[src/rtl/cmd_word_parser.sv]
module cmd_word_parser #(
  parameter int OFF_W = 22,
  parameter int CNT_W = 16
) (
  input  logic             clk,
  input  logic             rst,
  input  logic             in_valid,
  output logic             in_ready,
  input  logic [31:0]      in_data,
  output logic             out_valid,
  input  logic             out_ready,
  output logic             out_is_hdr,
  output logic [3:0]       out_opcode,
  output logic [OFF_W-1:0] out_offset,
  output logic [31:0]      out_val,
  output logic [15:0]      out_mask,
  output logic [CNT_W-1:0] out_count,
  output logic             out_addr,
  output logic             out_insert,
  output logic             out_type,
  output logic             out_unk_len,
  output logic             out_unk_cmd,
  output logic             out_lock_acq,
  output logic             out_lock_rel
);

  localparam logic [31:0] PL_INVALID = 32'hFFFF_FFFF;
  localparam logic [1:0]  MD_FIX = 2'd0, MD_INC = 2'd1, MD_MSK = 2'd2, MD_ADR = 2'd3;

  function automatic logic [CNT_W-1:0] pop16(input logic [15:0] m);
    logic [CNT_W-1:0] c;
    c = '0;
    for (int i = 0; i < 16; i++) c = c + CNT_W'(m[i]);
    return c;
  endfunction

  logic [CNT_W-1:0] remain;
  logic [1:0]       mode;
  logic [3:0]       cur_op;
  logic [OFF_W-1:0] cur_off;
  logic [15:0]      mask_rem;
  logic [31:0]      payload;

  logic fire, hdr_now, pl_bad;
  assign in_ready = !out_valid || out_ready;
  assign fire     = in_valid && in_ready;
  assign hdr_now  = (remain == '0);
  assign pl_bad   = (payload == PL_INVALID);

  logic [3:0]       op;
  logic [OFF_W-1:0] off12, off22;
  assign op    = in_data[31:28];
  assign off12 = OFF_W'(in_data[27:16]);
  assign off22 = OFF_W'(in_data[21:0]);

  logic [CNT_W-1:0] d_cnt;
  logic [OFF_W-1:0] d_off;
  logic [31:0]      d_val;
  logic [15:0]      d_mask;
  logic [1:0]       d_mode;
  logic             d_ins, d_typ, d_ulen, d_ucmd, d_acq, d_rel;

  always_comb begin
    d_cnt = '0; d_off = '0; d_val = '0; d_mask = '0; d_mode = MD_FIX;
    d_ins = 1'b0; d_typ = 1'b0; d_ulen = 1'b0; d_ucmd = 1'b0; d_acq = 1'b0; d_rel = 1'b0;
    case (op)
      4'h0: begin
        d_off = off12; d_val = {22'b0, in_data[15:6]};
        d_mask = {10'b0, in_data[5:0]}; d_cnt = pop16(d_mask); d_mode = MD_MSK;
      end
      4'h1: begin d_off = off12; d_cnt = CNT_W'(in_data[15:0]); d_mode = MD_INC; end
      4'h2: begin d_off = off12; d_cnt = CNT_W'(in_data[15:0]); d_mode = MD_FIX; end
      4'h3: begin
        d_off = off12; d_mask = in_data[15:0]; d_cnt = pop16(d_mask); d_mode = MD_MSK;
      end
      4'h4: begin d_off = off12; d_val = {16'b0, in_data[15:0]}; end
      4'h5, 4'hD: d_val = {in_data[27:0], 4'b0};
      4'h6: begin
        d_off = off12; d_val = {18'b0, in_data[13:0]};
        d_ins = in_data[15]; d_typ = in_data[14]; d_cnt = CNT_W'(1); d_mode = MD_ADR;
      end
      4'h7: d_val = {10'b0, in_data[21:0]};
      4'h8: d_val = {24'b0, in_data[7:0]};
      4'h9: d_val = {16'b0, in_data[15:0]};
      4'hA, 4'hB: begin
        d_off  = off22;
        d_mode = (op == 4'hA) ? MD_INC : MD_FIX;
        if (pl_bad) d_ulen = 1'b1;
        else        d_cnt  = CNT_W'(payload[15:0]);
      end
      4'hC: begin d_val = {18'b0, in_data[13:0]}; d_cnt = CNT_W'(2); d_mode = MD_ADR; end
      4'hE: begin
        if (in_data[27:24] == 4'h0) begin d_acq = 1'b1; d_val = {24'b0, in_data[7:0]}; end
        else if (in_data[27:24] == 4'h1) begin d_rel = 1'b1; d_val = {24'b0, in_data[7:0]}; end
        else begin d_ucmd = 1'b1; d_val = in_data; end
      end
      default: begin d_ucmd = 1'b1; d_val = in_data; end
    endcase
  end

  logic [3:0]       lo_idx;
  logic [OFF_W-1:0] data_off;
  always_comb begin
    lo_idx = '0;
    for (int i = 15; i >= 0; i--) if (mask_rem[i]) lo_idx = 4'(i);
  end
  assign data_off = (mode == MD_MSK) ? cur_off + OFF_W'(lo_idx) : cur_off;

  always_ff @(posedge clk) begin
    if (rst) begin
      remain   <= '0;
      mode     <= MD_FIX;
      cur_op   <= '0;
      cur_off  <= '0;
      mask_rem <= '0;
      payload  <= PL_INVALID;
    end else if (fire) begin
      if (hdr_now) begin
        remain   <= d_cnt;
        mode     <= d_mode;
        cur_op   <= op;
        cur_off  <= d_off;
        mask_rem <= d_mask;
        if (op == 4'h9) payload <= {16'b0, in_data[15:0]};
      end else begin
        remain <= remain - CNT_W'(1);
        if (mode == MD_INC) cur_off <= cur_off + OFF_W'(1);
        if (mode == MD_MSK) mask_rem[lo_idx] <= 1'b0;
      end
    end
  end

  always_ff @(posedge clk) begin
    if (rst) begin
      out_valid <= 1'b0;
      out_is_hdr <= 1'b0; out_opcode <= '0; out_offset <= '0; out_val <= '0;
      out_mask <= '0; out_count <= '0; out_addr <= 1'b0; out_insert <= 1'b0;
      out_type <= 1'b0; out_unk_len <= 1'b0; out_unk_cmd <= 1'b0;
      out_lock_acq <= 1'b0; out_lock_rel <= 1'b0;
    end else if (fire) begin
      out_valid <= 1'b1;
      if (hdr_now) begin
        out_is_hdr <= 1'b1; out_opcode <= op; out_offset <= d_off; out_val <= d_val;
        out_mask <= d_mask; out_count <= d_cnt; out_addr <= 1'b0; out_insert <= d_ins;
        out_type <= d_typ; out_unk_len <= d_ulen; out_unk_cmd <= d_ucmd;
        out_lock_acq <= d_acq; out_lock_rel <= d_rel;
      end else begin
        out_is_hdr <= 1'b0; out_opcode <= cur_op; out_offset <= data_off; out_val <= in_data;
        out_mask <= '0; out_count <= remain - CNT_W'(1); out_addr <= (mode == MD_ADR);
        out_insert <= 1'b0; out_type <= 1'b0; out_unk_len <= 1'b0; out_unk_cmd <= 1'b0;
        out_lock_acq <= 1'b0; out_lock_rel <= 1'b0;
      end
    end else if (out_ready) begin
      out_valid <= 1'b0;
    end
  end

  AST_HDR_ON_ZERO: assert property (@(posedge clk) disable iff (rst)
    (fire && remain == '0) |=> (out_valid && out_is_hdr));
  AST_DATA_DECREMENT: assert property (@(posedge clk) disable iff (rst)
    (fire && remain != '0) |=> (!out_is_hdr && remain == $past(remain) - CNT_W'(1)));
  AST_UNKNOWN_NO_DATA: assert property (@(posedge clk) disable iff (rst)
    (out_valid && out_is_hdr && (out_unk_cmd || out_unk_len)) |-> (out_count == '0 && remain == '0));
  AST_EVENT_EXCL: assert property (@(posedge clk) disable iff (rst)
    out_valid |-> $onehot0({out_lock_acq, out_lock_rel, out_unk_cmd}));
  AST_STALL_HOLD: assert property (@(posedge clk) disable iff (rst)
    (out_valid && !out_ready) |=> (out_valid && $stable(out_val) && $stable(out_offset) && $stable(out_is_hdr)));
  AST_ADDR_ONLY_DATA: assert property (@(posedge clk) disable iff (rst)
    (out_valid && out_addr) |-> (!out_is_hdr && (out_opcode == 4'h6 || out_opcode == 4'hC)));

endmodule

[config.mk]
export PLATFORM = sky130hd
export DESIGN_NAME = cmd_word_parser
export DESIGN_NICKNAME = d
export VERILOG_FILES = /design/src/rtl/cmd_word_parser.sv
export SDC_FILE = /design/constraint.sdc
export NUM_CORES = 1
export LEC_CHECK = 0
export ABC_AREA = 1
export CAP_MARGIN = 20
export CELL_PAD_IN_SITES_DETAIL_PLACEMENT = 1
export CELL_PAD_IN_SITES_GLOBAL_PLACEMENT = 1
export CORE_MARGIN = 4
export CORE_UTILIZATION = 45
export CTS_CLUSTER_SIZE = 30
export DETAILED_ROUTE_END_ITERATION = 7
export DONT_BUFFER_PORTS = 1
export GPL_TIMING_DRIVEN = 0
export PLACE_DENSITY = 0.83
export REMOVE_ABC_BUFFERS = 1
export SLEW_MARGIN = 0
export SYNTH_ARGS = -nofsm -noshare
export SYNTH_HDL_FRONTEND = slang
export SYNTH_SLANG_ARGS = --single-unit
[constraint.sdc]
create_clock -name clk -period 7.8 [get_ports clk]
set_input_delay 2.34 -clock clk [delete_from_list [all_inputs] [get_ports clk]]
set_output_delay 2.34 -clock clk [all_outputs]
set_load 0.02 [all_outputs]
# Yosys cells after proc, flatten, opt, wreduce, memory -nomap -nowiden
# Cells that the tools add are included.
# Widths: inputs -> output; s select.
[totals]
register_bits = 171
in_bits = 36
out_inout_bits = 100
elab_cells = 141
[op_classes]
n_addsub = 18
order_cmp = 2
n_eq_ne = 19
n_mux = 59
bitwise_logic = 2
n_reduce_logical = 23
[op_table]
columns = ["operator", "count"]
rows = [
  ["$pmux 32 s8", 1],
  ["$mux 32", 3],
  ["$pmux 16 s6", 1],
  ["$mux 22", 4],
  ["$mux 16", 5],
  ["$mux 4", 17],
  ["$pmux 22 s2", 1],
  ["$eq 32x32->1 const B", 1],
  ["$pmux 16 s2", 1],
  ["$eq 4x4->1 const B", 7],
  ["$mux 1", 23],
  ["$add 22x1->22 const B", 1],
  ["$add 22x4->22", 1],
  ["$add 15x1->16", 1],
  ["$and 16x16->16", 1],
  ["$eq 4x3->1 const B", 4],
  ["$logic_not 16->1", 1],
  ["$not 16->16", 1],
  ["$sub 16x1->16 const B", 1],
  ["$add 14x1->15", 1],
  ["$add 13x1->14", 1],
  ["$reduce_or 14->1", 1],
  ["$add 12x1->13", 1],
  ["$add 11x1->12", 1],
  ["other kinds (29)", 43],
]

# Longest topological paths before layout
# Gate-level depths: netlist of run 1.
[depth]
depth_word = 24
ltp_mapped = 31

# Least setup slack after synthesis of run 1
# OpenSTA, ideal clock, no wires.
[synth_path]
path_kind = "input port to flip-flop"
start = "input in_data[0]"
end = "register out_count[2]"
setup_time_ns = 0.086
arrival_ns = 6.035
required_ns = 7.714
path_slack_ns = 1.679
stages = 14
path_cell_list = "fa_1 inv_1 fa_1 inv_1 ha_1 fa_1 inv_1 fa_1 fa_1 fa_1 xor2_1 o22ai_1 o21ai_1 a221oi_2"
[synth_via]
elab_chain_cells = 17
[synth_lines]
columns = ["item", "line", "source"]
rows = [
  ["start: declaration", "9", "input logic [31:0] in_data,"],
  ["$add 1x1->2 *", "33", "for (int i = 0; i < 16; i++) c = c + CNT_W'(m[i]);"],
  ["$add 2x1->3 *", "33", ""],
  ["$add 3x1->4 *", "33", ""],
  ["$add 4x1->5 *", "33", ""],
  ["$add 5x1->6 *", "33", ""],
  ["$add 6x1->7", "33", ""],
  ["$add 7x1->8", "33", ""],
  ["$add 8x1->9", "33", ""],
  ["$add 9x1->10", "33", ""],
  ["$add 10x1->11", "33", ""],
  ["$add 11x1->12", "33", ""],
  ["$add 12x1->13", "33", ""],
  ["$add 13x1->14", "33", ""],
  ["$add 14x1->15", "33", ""],
  ["$add 15x1->16", "33", ""],
  ["$pmux 16 s6 *", "66", "case (op)"],
  ["$mux 16 *", "142", "if (hdr_now) begin"],
  ["end signal: assignment", "137", "out_mask <= '0; out_count <= '0; out_addr <= 1'b0; out_insert <= 1'b0;"],
  ["end signal: assignment", "144", "out_mask <= d_mask; out_count <= d_cnt; out_addr <= 1'b0; out_insert <= d_ins;"],
  ["end signal: assignment", "149", "out_mask <= '0; out_count <= remain - CNT_W'(1); out_addr <= (mode == MD_ADR);"],
  ["end: declaration", "17", "output logic [CNT_W-1:0] out_count,"],
]
# Mark *: on every way between the ends. The rest lies on a longest branch, timed or not.
# A chain may end at the register's enable or synchronous reset.

# Worst setup path in the final report of run 1
# Same ends and word-level chain as after synthesis.

==> metrics.md, run 1 <==
| Metric | Value |
|---|---|
| Status | `finished clean` |
| Post-synth top area cell | `dfxtp_1` |
| Max Cap Violations | `0` |
| Initial core utilization | `45.6%` |
| Final Hold Viols | `0` |
| Count of buffers from port buffering | `0` |
| Mapped Cells | `1312` |
| Flop pwr share | `41.1%` |
| H-tree depth | `4` |
| Final setup violation count | `0` |
| Combinational fraction of design power | `19.9%` |
| Yosys Warn Count | `0` |
| Synth cell types | `58` |
| CP Class | `input pin to register` |
| Grt total ovfl | `0` |
| Register clock-pin slew on the reported worst setup and hold paths | `0.07 ns` |
| Pwr Total | `2.26 mW` |
| Clk pwr share | `39.0%` |
| CTS Buf Count | `17` |
| Sw Share | `32.7%` |
| Initial DRC count | `655` |
| Hold_buf cts | `0` |
| Via density | `6.00` |
| # rows | `52` |
| Top cell type's share of synthesized area | `34.0%` |
| Initial antenna violation count | `0` |
| Worst-skew pair later-pin latency | `0.43 ns` |
| Slack of the critical path | `1.66 ns` |
| Root Buffer | `clkbuf_16` |
| Largest net degree at the start of global routing | `127` |
| Post-DRT Antenna Nets | `0` |
| Setup bufs post-CTS | `0` |
| Filler cell count | `2593` |
| Die H | `151 um` |
| Die Area | `22800 um2` |
| Die W | `151 um` |
| Sequential fraction of the synthesis area | `34.0%` |
| Yosys reg bits | `156` |
| Core area | `20200 um2` |
| Final net count | `1325` |
| Cell Area, Synth | `9200 um2` |
| Sw power | `0.740 mW` |
| Pleak | `4.12 nW` |
| HPWL after DPL | `23.4 mm` |
| Pins over their slew limit | `0` |
| Avg Cell Area, Syn | `7.01 um2` |
| Main synth FF type | `dfxtp_1` |
| Place WS | `1.30 ns` |
| FFs w/ async S/R, synth | `0%` |
| # resized after CTS | `0` |
| CTS Sinks | `156` |
| Detailed Routing Iterations Pass 1 | `5` |
| Routed wire length per instance | `21.6 um` |
| WP data arrival | `6.49 ns` |
| Final min period | `6.14 ns` |
| GPL Wtd Cong | `0.912` |
| CP Launch Type | `input pin` |
| Worst vdd ir | `0.127 mV` |
| Wirelength, routed | `33.6 mm` |
| Final worst-path cycle share | `78.7%` |
| DRC violations left | `0` |
| Worst-Margin Slew | `1.08 ns` |
| Cell with the most instances after synthesis | `nand2_1` |
| Data required time of the critical path | `8.15 ns` |
| Slew headroom | `27.5%` |
| Hold crit path type | `register to register` |
| Vias in the first global route | `9425` |
| # IOs | `136` |
| Area Growth Syn to Fin | `7.43%` |
| CTS tree | `done` |
| First-pass GRT wire length | `53.2 mm` |
| Crit-path max FO | `4` |
| Fmax | `163 MHz` |
| N_diodes | `0` |
| Clk_skew | `0.00702 ns` |
| Share of cells above drive strength 1 | `7.89%` |
| RSZ-0062 raised after global routing | `false` |
| Top post-synthesis cells by area | `dfxtp_1 34%, nand2_1 9.2%, o21ai_0 7.2%, a21oi_1 7.1%, inv_1 5.7%` |
| Via count | `9294` |
| Pwr/cell area | `229 nW/um2` |
| Longest Clk Path Bufs | `2` |
| Tot GR Track Use | `29.7%` |
| EDFF count, synth | `0` |
| Pint | `1.52 mW` |
| Post-synth top cells | `226 x nand2_1, 156 x dfxtp_1, 140 x inv_1, 132 x o21ai_0, 130 x a21oi_1` |
| Crit end category | `register` |
## registers in the layout (all words and copies together) (netlist names), 2 cells and up
signal	cells
out_val	32
cur_off	22
out_opcode	4
out_mask	16
out_offset	22
mode	2
mask_rem	16
payload	17
out_count	16
## worst max-delay path, stage by stage
cell      delay (ns)
fa_1            0.55
inv_1           0.07
fa_1            0.48
inv_1           0.05
ha_1            0.33
fa_1            0.51
inv_1           0.05
fa_1            0.47
fa_1            0.42
fa_1            0.42
xor2_1          0.17
o22ai_1         0.18
o21ai_1         0.16
a221oi_2        0.29
## metrics by stage
step	instances	hold slack (ns)	area, um2	TNS [ns]	utilization [%]
2_1_floorplan	1243	0.419	8830	0	-
3_3_place_gp	1513	0.430	9170	-34.51	45.5
3_5_place_dp	1516	0.435	9250	0	45.9
4_1_cts	1548	0.450	9860	0	48.9
5_1_grt	1550	0.493	9880	0	49.0
6_report	1550	0.448	9880	0	49.0
## kinds of logic (layout without fill, tap and decap cells)
kind of cell               count (synthesis)  in the layout  share of synthesized area, %
buffers and inverters                    231            199                          10.6
DFF                                      156            156                          34.0
and+or+nand+nor                          472            472                          23.6
AOI/OAI and AO/OA                        395            395                          24.5
xor gates and xnor gates                  36             36                          3.43
adders and majority gates                 22             22                          3.89
## cells in the final DEF, fill, tap and decap left out, drive strengths merged
master / Yosys / final
a21o: 1 / 1
a21oi: 131 / 131
a221oi: 5 / 5
a22oi: 3 / 3
a31oi: 40 / 40
a32oi: 1 / 1
buf: 23 / 5
bufinv: 0 / 4
clkbuf: 45 / 21
clkinv: 5 / 8
clkinvlp: 0 / 4
dfxtp: 156 / 156
fa: 11 / 11
ha: 11 / 11
inv: 157 / 157
nand2: 233 / 233
nand3: 94 / 94
nand3b: 2 / 2
nand4: 15 / 15
nor2: 103 / 103
nor3: 18 / 18
nor3b: 1 / 1
nor4: 4 / 4
o211ai: 37 / 37
o21a: 1 / 1
o21ai: 152 / 152
o221ai: 6 / 6
o22ai: 12 / 12
o311ai: 2 / 2
o31ai: 2 / 2
o32ai: 2 / 2
or2: 2 / 2
xnor2: 2 / 2
xor2: 34 / 34
## power by group through the flow
stage / clock network (mW) / logic (mW) / registers, mW
floorplan: 0 / 0.325 / 0.933
global placement: 0 / 0.417 / 0.948
detailed placement: 0 / 0.440 / 0.949
CTS: 0.892 / 0.446 / 0.931
global route: 0.936 / 0.506 / 0.938
finish: 0.883 / 0.451 / 0.931
## per-layer routing
layer / up-vias / GRT usage [%] / share of wire, %
li1: 4358 / - / -
met1: 4551 / 39.8 / 43
met2: 330 / 47.3 / 46
met3: 55 / 6.40 / 7.9
met4: 0 / 10.6 / 2.8
met5: - / 0 / 0
## layout make-up
class / instances / area, um2 / area share [%]
multi-input cells: 925 / 5100 / 51.7
inverters: 162 / 623 / 6.31
well taps: 270 / 338 / 3.42
flip-flops and latches: 156 / 3120 / 31.6
repair buffers: 5 / 81.3 / 0.823
clock inverters: 11 / 169 / 1.71
clock buffers: 21 / 440 / 4.46
## path summary, 6_finish.rpt
check                             from                        end  slack, ns  depth (start not counted)
max                         in_data[0]  out_count[2]$_SDFFE_PP0P_       1.66                         14
min           payload[30]$_SDFFE_PP1P_   payload[30]$_SDFFE_PP1P_       0.45                          2
max reg2reg  out_count[0]$_SDFFE_PP0P_    out_val[2]$_SDFFE_PP0P_       4.03                         11
min reg2reg   payload[30]$_SDFFE_PP1P_   payload[30]$_SDFFE_PP1P_       0.45                          2
Power figures use the tool's default switching activity.
==> inputs of run 2 (changes only) <==
--- a/config.mk
+++ b/config.mk
@@ -5,17 +5,17 @@
 export SDC_FILE = /design/constraint.sdc
 export NUM_CORES = 1
 export LEC_CHECK = 0
-export ABC_AREA = 1
+export ABC_AREA = 0
 export CAP_MARGIN = 20
 export CELL_PAD_IN_SITES_DETAIL_PLACEMENT = 1
 export CELL_PAD_IN_SITES_GLOBAL_PLACEMENT = 1
 export CORE_MARGIN = 4
-export CORE_UTILIZATION = 45
+export CORE_UTILIZATION = 43
 export CTS_CLUSTER_SIZE = 30
 export DETAILED_ROUTE_END_ITERATION = 7
 export DONT_BUFFER_PORTS = 1
 export GPL_TIMING_DRIVEN = 0
-export PLACE_DENSITY = 0.83
+export PLACE_DENSITY = 0.81
 export REMOVE_ABC_BUFFERS = 1
 export SLEW_MARGIN = 0
 export SYNTH_ARGS = -nofsm -noshare
==> constraint.sdc (replaced) <==
create_clock -name clk -period 5 [get_ports clk]
set_input_delay 1.5 -clock clk [delete_from_list [all_inputs] [get_ports clk]]
set_output_delay 1.5 -clock clk [all_outputs]
set_load 0.02 [all_outputs]
==> metrics.md, run 2 <==
| Metric | Value |
|---|---|
| Post-DRT Antenna Nets | `0` |
| Worst path top cell family by delay | `adder cells` |
| Slew headroom | `22.8%` |
| Cell with the most instances after synthesis | `dfxtp_1` |
| Final worst-path cycle share | `102%` |
| Yosys Warn Count | `0` |
| Reg with most FFs | `out_val` |
| Die H | `151 um` |
| Via density | `6.60` |
| Clk pwr share | `24.4%` |
| Final min period | `5.08 ns` |
| # IOs | `136` |
| Placed Area | `8800 um2` |
| Initial core utilization | `44.4%` |
| WP data arrival | `5.45 ns` |
| Flop pwr share | `32.7%` |
| Crit-path max FO | `7` |
| Slack of the critical path | `-0.0838 ns` |
| Worst reg2reg startpoint | `out_count[10]$_SDFFE_PP0P_` |
| Critical-path top delay cell | `fa_1` |
| Sw Share | `45.6%` |
| Hold crit path type | `register to register` |
| GPL Wtd Cong | `0.906` |
| Yosys reg bits | `156` |
| Register clock-pin slew on the reported worst setup and hold paths | `0.07 ns` |
| Mapped Cells | `1123` |
| Pint | `3.15 mW` |
| Status | `complete, but fails checks` |
| Count of buffers from port buffering | `0` |
| Worst-Margin Slew | `1.15 ns` |
| H-tree depth | `4` |
| Sequential fraction of the synthesis area | `35.7%` |
| Leading cell types in the layout, fill and taps excluded | `156 x dfxtp_1, 119 x nand2_1, 112 x a21oi_1` |
| Post-synth top area cell | `dfxtp_1` |
| Post-synth top cells | `156 x dfxtp_1, 120 x nand2_1, 112 x a21oi_1, 106 x nor2_1, 69 x clkbuf_1` |
| Sw power | `2.65 mW` |
| Die Area | `22700 um2` |
| Pins over their slew limit | `0` |
| Largest net degree at the start of global routing | `154` |
| Grt total ovfl | `0` |
| CP peak stage delay | `0.53 ns` |
| CP Class | `input pin to register` |
| Core area | `19700 um2` |
| Main synth FF type | `dfxtp_1` |
| Crit end category | `register` |
| Longest Clk Path Bufs | `2` |
| WHS Endpoint | `payload[30]$_SDFFE_PP1P_` |
| FF-to-FF path depth | `6` |
| Data required time of the critical path | `5.37 ns` |
| Final instance area | `9560 um2` |
| Worst vdd ir | `0.630 mV` |
| Pwr/cell area | `606 nW/um2` |
| Hold wc startpoint | `payload[30]$_SDFFE_PP1P_` |
| Tot GR Track Use | `28.5%` |
| Via count | `8803` |
| Pleak | `3.29 nW` |
| CTS Sinks | `156` |
| Max Cap Violations | `0` |
| CP Launch Type | `input pin` |
| Combinational fraction of design power | `42.9%` |
| Avg Cell Area, Syn | `7.80 um2` |
| R2r endpoint | `cur_off[14]$_SDFFE_PP0P_` |
| Most common cell after layout, fill and taps aside | `dfxtp_1` |
| Failing checks | `setup timing` |
| # rows | `51` |
| Hold Path Stages | `1` |
| Detailed Routing Iterations Pass 1 | `5` |
| Initial DRC count | `1042` |
| Hold_buf cts | `0` |
| Worst path bufs/invs | `3` |
| Synth cell types | `79` |
| Routed wire length per instance | `24.7 um` |
| First-pass GRT wire length | `50.6 mm` |
| Largest register FFs | `32` |
| Cell Area, Synth | `8760 um2` |
| Top cell type's share of synthesized area | `35.7%` |
| HPWL after DPL | `21.9 mm` |
| Largest regs | `out_val (32), cur_off (22), out_offset (22)` |
| Area Growth Syn to Fin | `9.19%` |
| CTS Buf Count | `17` |
| Share of cells above drive strength 1 | `7.58%` |
| Cell mode on critical path | `fa_1` |
| Die W | `151 um` |
| Reg2reg setup slack | `0.91 ns` |
| Initial antenna violation count | `0` |
| Final net count | `1113` |
| Top post-synthesis cells by area | `dfxtp_1 36%, a21oi_1 6.4%, nand2_1 5.1%, nor2_1 4.5%, nor3_1 3.7%` |
| Fmax | `197 MHz` |
| Root Buffer | `clkbuf_16` |
| FFs w/ async S/R, synth | `0%` |
| Hold_ws | `0.485 ns` |
| Vias in the first global route | `8638` |
| N_diodes | `0` |
| DRC violations left | `0` |
| Worst-skew pair later-pin latency | `0.44 ns` |
| CTS tree | `done` |
| RSZ-0062 raised after global routing | `true` |
| Final Hold Viols | `0` |
| Worst-path cell chain | `fa_1 -> inv_1 -> fa_1 -> inv_2 -> ha_4 -> fa_1 -> inv_1 -> fa_1 -> fa_2 -> fa_2 -> a311oi_2 -> o21ai_1 -> o21ai_1 -> a211oi_2 -> nor3_1` |
| Clk_skew | `0.00949 ns` |
| EDFF count, synth | `0` |
| Wirelength, routed | `32.9 mm` |
| Final setup violation count | `2` |
==> run 2: worst max path at each step <==
| stage | startpoint | endpoint | slack (ns) | cells after the start |
|---|---|---|---|---|
| floorplan | in_data[0] | out_count[1]$_SDFFE_PP0P_ | -0.41 | 15 |
| global placement | out_ready | payload[12]$_SDFFE_PP1P_ | -2.02 | 5 |
| detailed placement | in_data[0] | out_count[1]$_SDFFE_PP0P_ | -0.82 | 15 |
| CTS | in_data[0] | out_count[1]$_SDFFE_PP0P_ | -0.19 | 15 |
| global route | in_data[0] | out_count[3]$_SDFFE_PP0P_ | -0.20 | 15 |
| finish | in_data[0] | out_count[1]$_SDFFE_PP0P_ | -0.08 | 15 |
==> run 2: power groups by stage <==
| stage | clock network, mW | registers, mW | logic [mW] |
|---|---|---|---|
| floorplan | 0 | 1.85 | 1.57 |
| global placement | 0 | 1.92 | 2.18 |
| global route | 1.49 | 1.93 | 2.70 |
| detailed placement | 0 | 1.93 | 2.33 |
| finish | 1.41 | 1.90 | 2.48 |
| CTS | 1.43 | 1.90 | 2.40 |
==> run 2: cell type report <==
type	instances	area (um2)
clock inverter	14	195
timing repair buffer	12	183
fill	2409	10200
inverter	31	116
clock buffer	18	439
multi-input combinational	837	5170
tap	265	332
sequential	156	3120
==> run 2: worst register-to-register path: stages (launching register included) <==
cell and delay [ns]:
dfxtp_1 0.43, or4_4 0.63, nor3_2 0.71, nand2_2 0.78
a21oi_2 0.81, nor2_1 0.08, a2111oi_0 0.50
==> run 2: layer usage <==
metal / vias to the layer above / track usage (%) / share of wire (%)
li1: 3982 / - / -
met1: 4370 / 37.9 / 42
met2: 370 / 45.3 / 47
met3: 81 / 6.17 / 7.9
met4: 0 / 10.8 / 3.2
met5: - / 0 / 0
==> run 2: stage by stage <==
stage / utilization, % / power, mW / worst slack (ns) / std cells / TNS, ns
2_1_floorplan: - / 3.42 / -0.409 / 1024 / -1.03
3_3_place_gp: 43.9 / 4.09 / -2.02 / 1289 / -102.70
3_5_place_dp: 44.6 / 4.26 / -0.817 / 1295 / -2.98
4_1_cts: 48.1 / 5.72 / -0.192 / 1328 / -0.192
5_1_grt: 48.5 / 6.12 / -0.195 / 1333 / -0.455
6_report: 48.5 / 5.80 / -0.0838 / 1333 / -0.136
==> run 2: cell families (layout without fill, tap and decap cells) <==
family          Yosys count  after routing  share of synthesized area, %
xor+xnor                 23             23                          2.30
mux                       4              4                         0.457
simple gates            454            454                          25.8
buf+inv                 130             75                          6.16
fa+ha+maj                22             22                          4.09
compound gates          334            334                          25.5
flops                   156            156                          35.7
==> run 2: what timing repair did <==
| item | in CTS | in global routing |
|---|---|---|
| endpoints found under the hold margin | 0 | 0 |
| gates resized for setup | 12 | 5 |
| setup buffers | 1 | 3 |
| setup endpoints to repair | 4 | 5 |
| pin swaps | 8 | 13 |
==> inputs of run 3 (changes only) <==
--- a/config.mk
+++ b/config.mk
@@ -10,12 +10,13 @@
 export CELL_PAD_IN_SITES_DETAIL_PLACEMENT = 1
 export CELL_PAD_IN_SITES_GLOBAL_PLACEMENT = 1
 export CORE_MARGIN = 4
-export CORE_UTILIZATION = 43
+export CORE_UTILIZATION = 44
+export CTS_BUF_LIST = sky130_fd_sc_hd__clkbuf_4 sky130_fd_sc_hd__clkbuf_8
 export CTS_CLUSTER_SIZE = 30
 export DETAILED_ROUTE_END_ITERATION = 7
 export DONT_BUFFER_PORTS = 1
 export GPL_TIMING_DRIVEN = 0
-export PLACE_DENSITY = 0.81
+export PLACE_DENSITY = 0.82
 export REMOVE_ABC_BUFFERS = 1
 export SLEW_MARGIN = 0
 export SYNTH_ARGS = -nofsm -noshare
==> metrics.md, run 3 (synthesis results as in run 2) <==
| Metric | Value |
|---|---|
| Status | `complete, but fails checks` |
| Failing checks | `setup timing` |
| Max Cap Violations | `0` |
| Cell mode on critical path | `fa_1` |
| DRC violations left | `0` |
| RSZ-0062 raised after global routing | `true` |
| Clk_skew | `0.0207 ns` |
| Worst reg2reg startpoint | `out_count[10]$_SDFFE_PP0P_` |
| First-pass GRT wire length | `50.0 mm` |
| Slack of the critical path | `-0.0437 ns` |
| Root Buffer | `clkbuf_8` |
| Final min period | `5.04 ns` |
| Register clock-pin slew on the reported worst setup and hold paths | `0.10 ns` |
| Die W | `149 um` |
| Share of cells above drive strength 1 | `6.95%` |
| CTS Buf Count | `17` |
| Routed wire length per instance | `24.3 um` |
| Largest net degree at the start of global routing | `154` |
| CP peak stage delay | `0.54 ns` |
| Pwr Total | `5.34 mW` |
| Final net count | `1110` |
| Detailed Routing Iterations Pass 1 | `7` |
| Critical Path Start | `in_data[0]` |
| Worst-Margin Slew | `1.09 ns` |
| # rows | `51` |
| # IOs | `136` |
| Initial core utilization | `44.8%` |
| Fmax | `198 MHz` |
| Vias in the first global route | `8555` |
| Data required time of the critical path | `5.37 ns` |
| Final setup TNS | `-0.0437 ns` |
| Pwr/cell area | `575 nW/um2` |
| CP Class | `input pin to register` |
| Reg with most FFs | `out_val` |
| Grt total ovfl | `0` |
| WP data arrival | `5.41 ns` |
| Hold crit path type | `register to register` |
| Wirelength, routed | `32.4 mm` |
| Final setup violation count | `1` |
| Final worst-path cycle share | `101%` |
| H-tree depth | `4` |
| Largest register FFs | `32` |
| Worst-skew pair later-pin latency | `0.48 ns` |
| Final instance area | `9280 um2` |
| Hold Path Stages | `1` |
| Pleak | `3.16 nW` |
| Via count | `8823` |
| Worst-path cell chain | `fa_1 -> inv_1 -> fa_1 -> inv_2 -> ha_4 -> fa_1 -> inv_1 -> fa_1 -> fa_2 -> fa_2 -> a311oi_2 -> o21ai_1 -> o21ai_1 -> a211oi_1 -> nor3_1` |
| Crit-path max FO | `7` |
| HPWL after DPL | `21.8 mm` |
| Die Area | `22200 um2` |
| Placed Area | `8780 um2` |
| Leading cell types in the layout, fill and taps excluded | `156 x dfxtp_1, 119 x nand2_1, 111 x a21oi_1` |
| N_diodes | `0` |
| Hold wc startpoint | `payload[30]$_SDFFE_PP1P_` |
| Filler cell count | `2442` |
| CTS tree | `done` |
| Die H | `149 um` |
| Area Growth Syn to Fin | `6.00%` |
| Initial DRC count | `928` |
| CTS Sinks | `156` |
| Post-DRT Antenna Nets | `0` |
| Longest Clk Path Bufs | `2` |
| Slew headroom | `27.0%` |
| Worst vdd ir | `0.461 mV` |
| Tot GR Track Use | `28.4%` |
| Via density | `6.63` |
| Reg2reg setup slack | `1.15 ns` |
| Initial antenna violation count | `0` |
| Crit end category | `register` |
| Largest regs | `out_val (32), cur_off (22), out_offset (22)` |
| Pins over their slew limit | `0` |
| GPL Wtd Cong | `0.909` |
| R2r endpoint | `cur_off[14]$_SDFFE_PP0P_` |
| Core area | `19500 um2` |
| FF-to-FF path depth | `7` |
| WHS Endpoint | `payload[30]$_SDFFE_PP1P_` |
| Final Hold Viols | `0` |
| Count of buffers from port buffering | `0` |
| Critical-path top delay cell | `fa_1` |
| Most common cell after layout, fill and taps aside | `dfxtp_1` |
| CP Launch Type | `input pin` |
## run 3: changes by cell type in the layout (fill, tap and decap cells not counted), moves of 2 or more
| cell | previous run | this run |
|---|---|---|
| bufinv_16 | 4 | 2 |
| clkinv_4 | 6 | 4 |
| clkbuf_16 | 17 | 0 |
| clkinvlp_4 | 1 | 4 |
| clkbuf_8 | 1 | 18 |
| buf_4 | 6 | 3 |
## run 3: per-stage QoR
step	instances	hold slack (ns)	setup slack [ns]	util [%]
6_report	1330	0.482	-0.0437	47.5
5_1_grt	1330	0.513	-0.162	47.5
4_1_cts	1326	0.471	-0.0677	47.2
3_5_place_dp	1294	0.447	-0.841	45.0
3_3_place_gp	1289	0.440	-2.14	44.4
2_1_floorplan	1024	0.426	-0.409	-
## run 3: worst max path at each step
stage	to	slack, ns	cells after the start
after floorplan	out_count[1]$_SDFFE_PP0P_	-0.41	15
after global placement	payload[12]$_SDFFE_PP1P_	-2.14	5
after detailed placement	out_count[1]$_SDFFE_PP0P_	-0.84	15
after CTS	out_count[1]$_SDFFE_PP0P_	-0.07	15
after global routing	out_count[1]$_SDFFE_PP0P_	-0.16	15
final	out_count[1]$_SDFFE_PP0P_	-0.04	15
## run 3: critical path: cells and delay by family
kind	cells	cell delay (ns)
adder cells (fa/ha/maj)	7	3.17
buffers and inverters	3	0.16
AND/OR/NAND/NOR	1	0.07
AO/OA/AOI/OAI	4	0.50
## run 3: power breakdown
| group | internal (mW) | switching, mW |
|---|---|---|
| logic | 0.825 | 1.61 |
| registers | 1.45 | 0.446 |
| clock network | 0.465 | 0.539 |
| total | 2.74 | 2.60 |
## run 3: final cells by class
| type | count | area (um2) | area share, % |
|---|---|---|---|
| Clock inverter | 13 | 144 | 1.55 |
| Multi-Input combinational cell | 837 | 5150 | 55.5 |
| Sequential cell | 156 | 3120 | 33.6 |
| Inverter | 31 | 116 | 1.25 |
| Timing Repair Buffer | 9 | 160 | 1.73 |
| Tap cell | 265 | 332 | 3.57 |
| Clock buffer | 19 | 255 | 2.75 |
## run 3: layer usage
layer	share of wire, %	vias up	GRT usage (%)	wire length, um
li1	-	3979	-	-
met1	42	4384	37.8	13600
met2	47	399	45.5	15200
met3	8.2	61	7.11	2650
met4	2.8	0	8.79	908
met5	0	-	0	0
## run 3: repair_timing
| item | 4_1_cts | 5_1_grt |
|---|---|---|
| pin swaps | 4 | 9 |
| buffers inserted | 0 | 1 |
| resized for setup | 7 | 5 |
| hold buffers | 0 | 0 |
| setup endpoints to repair | 4 | 4 |
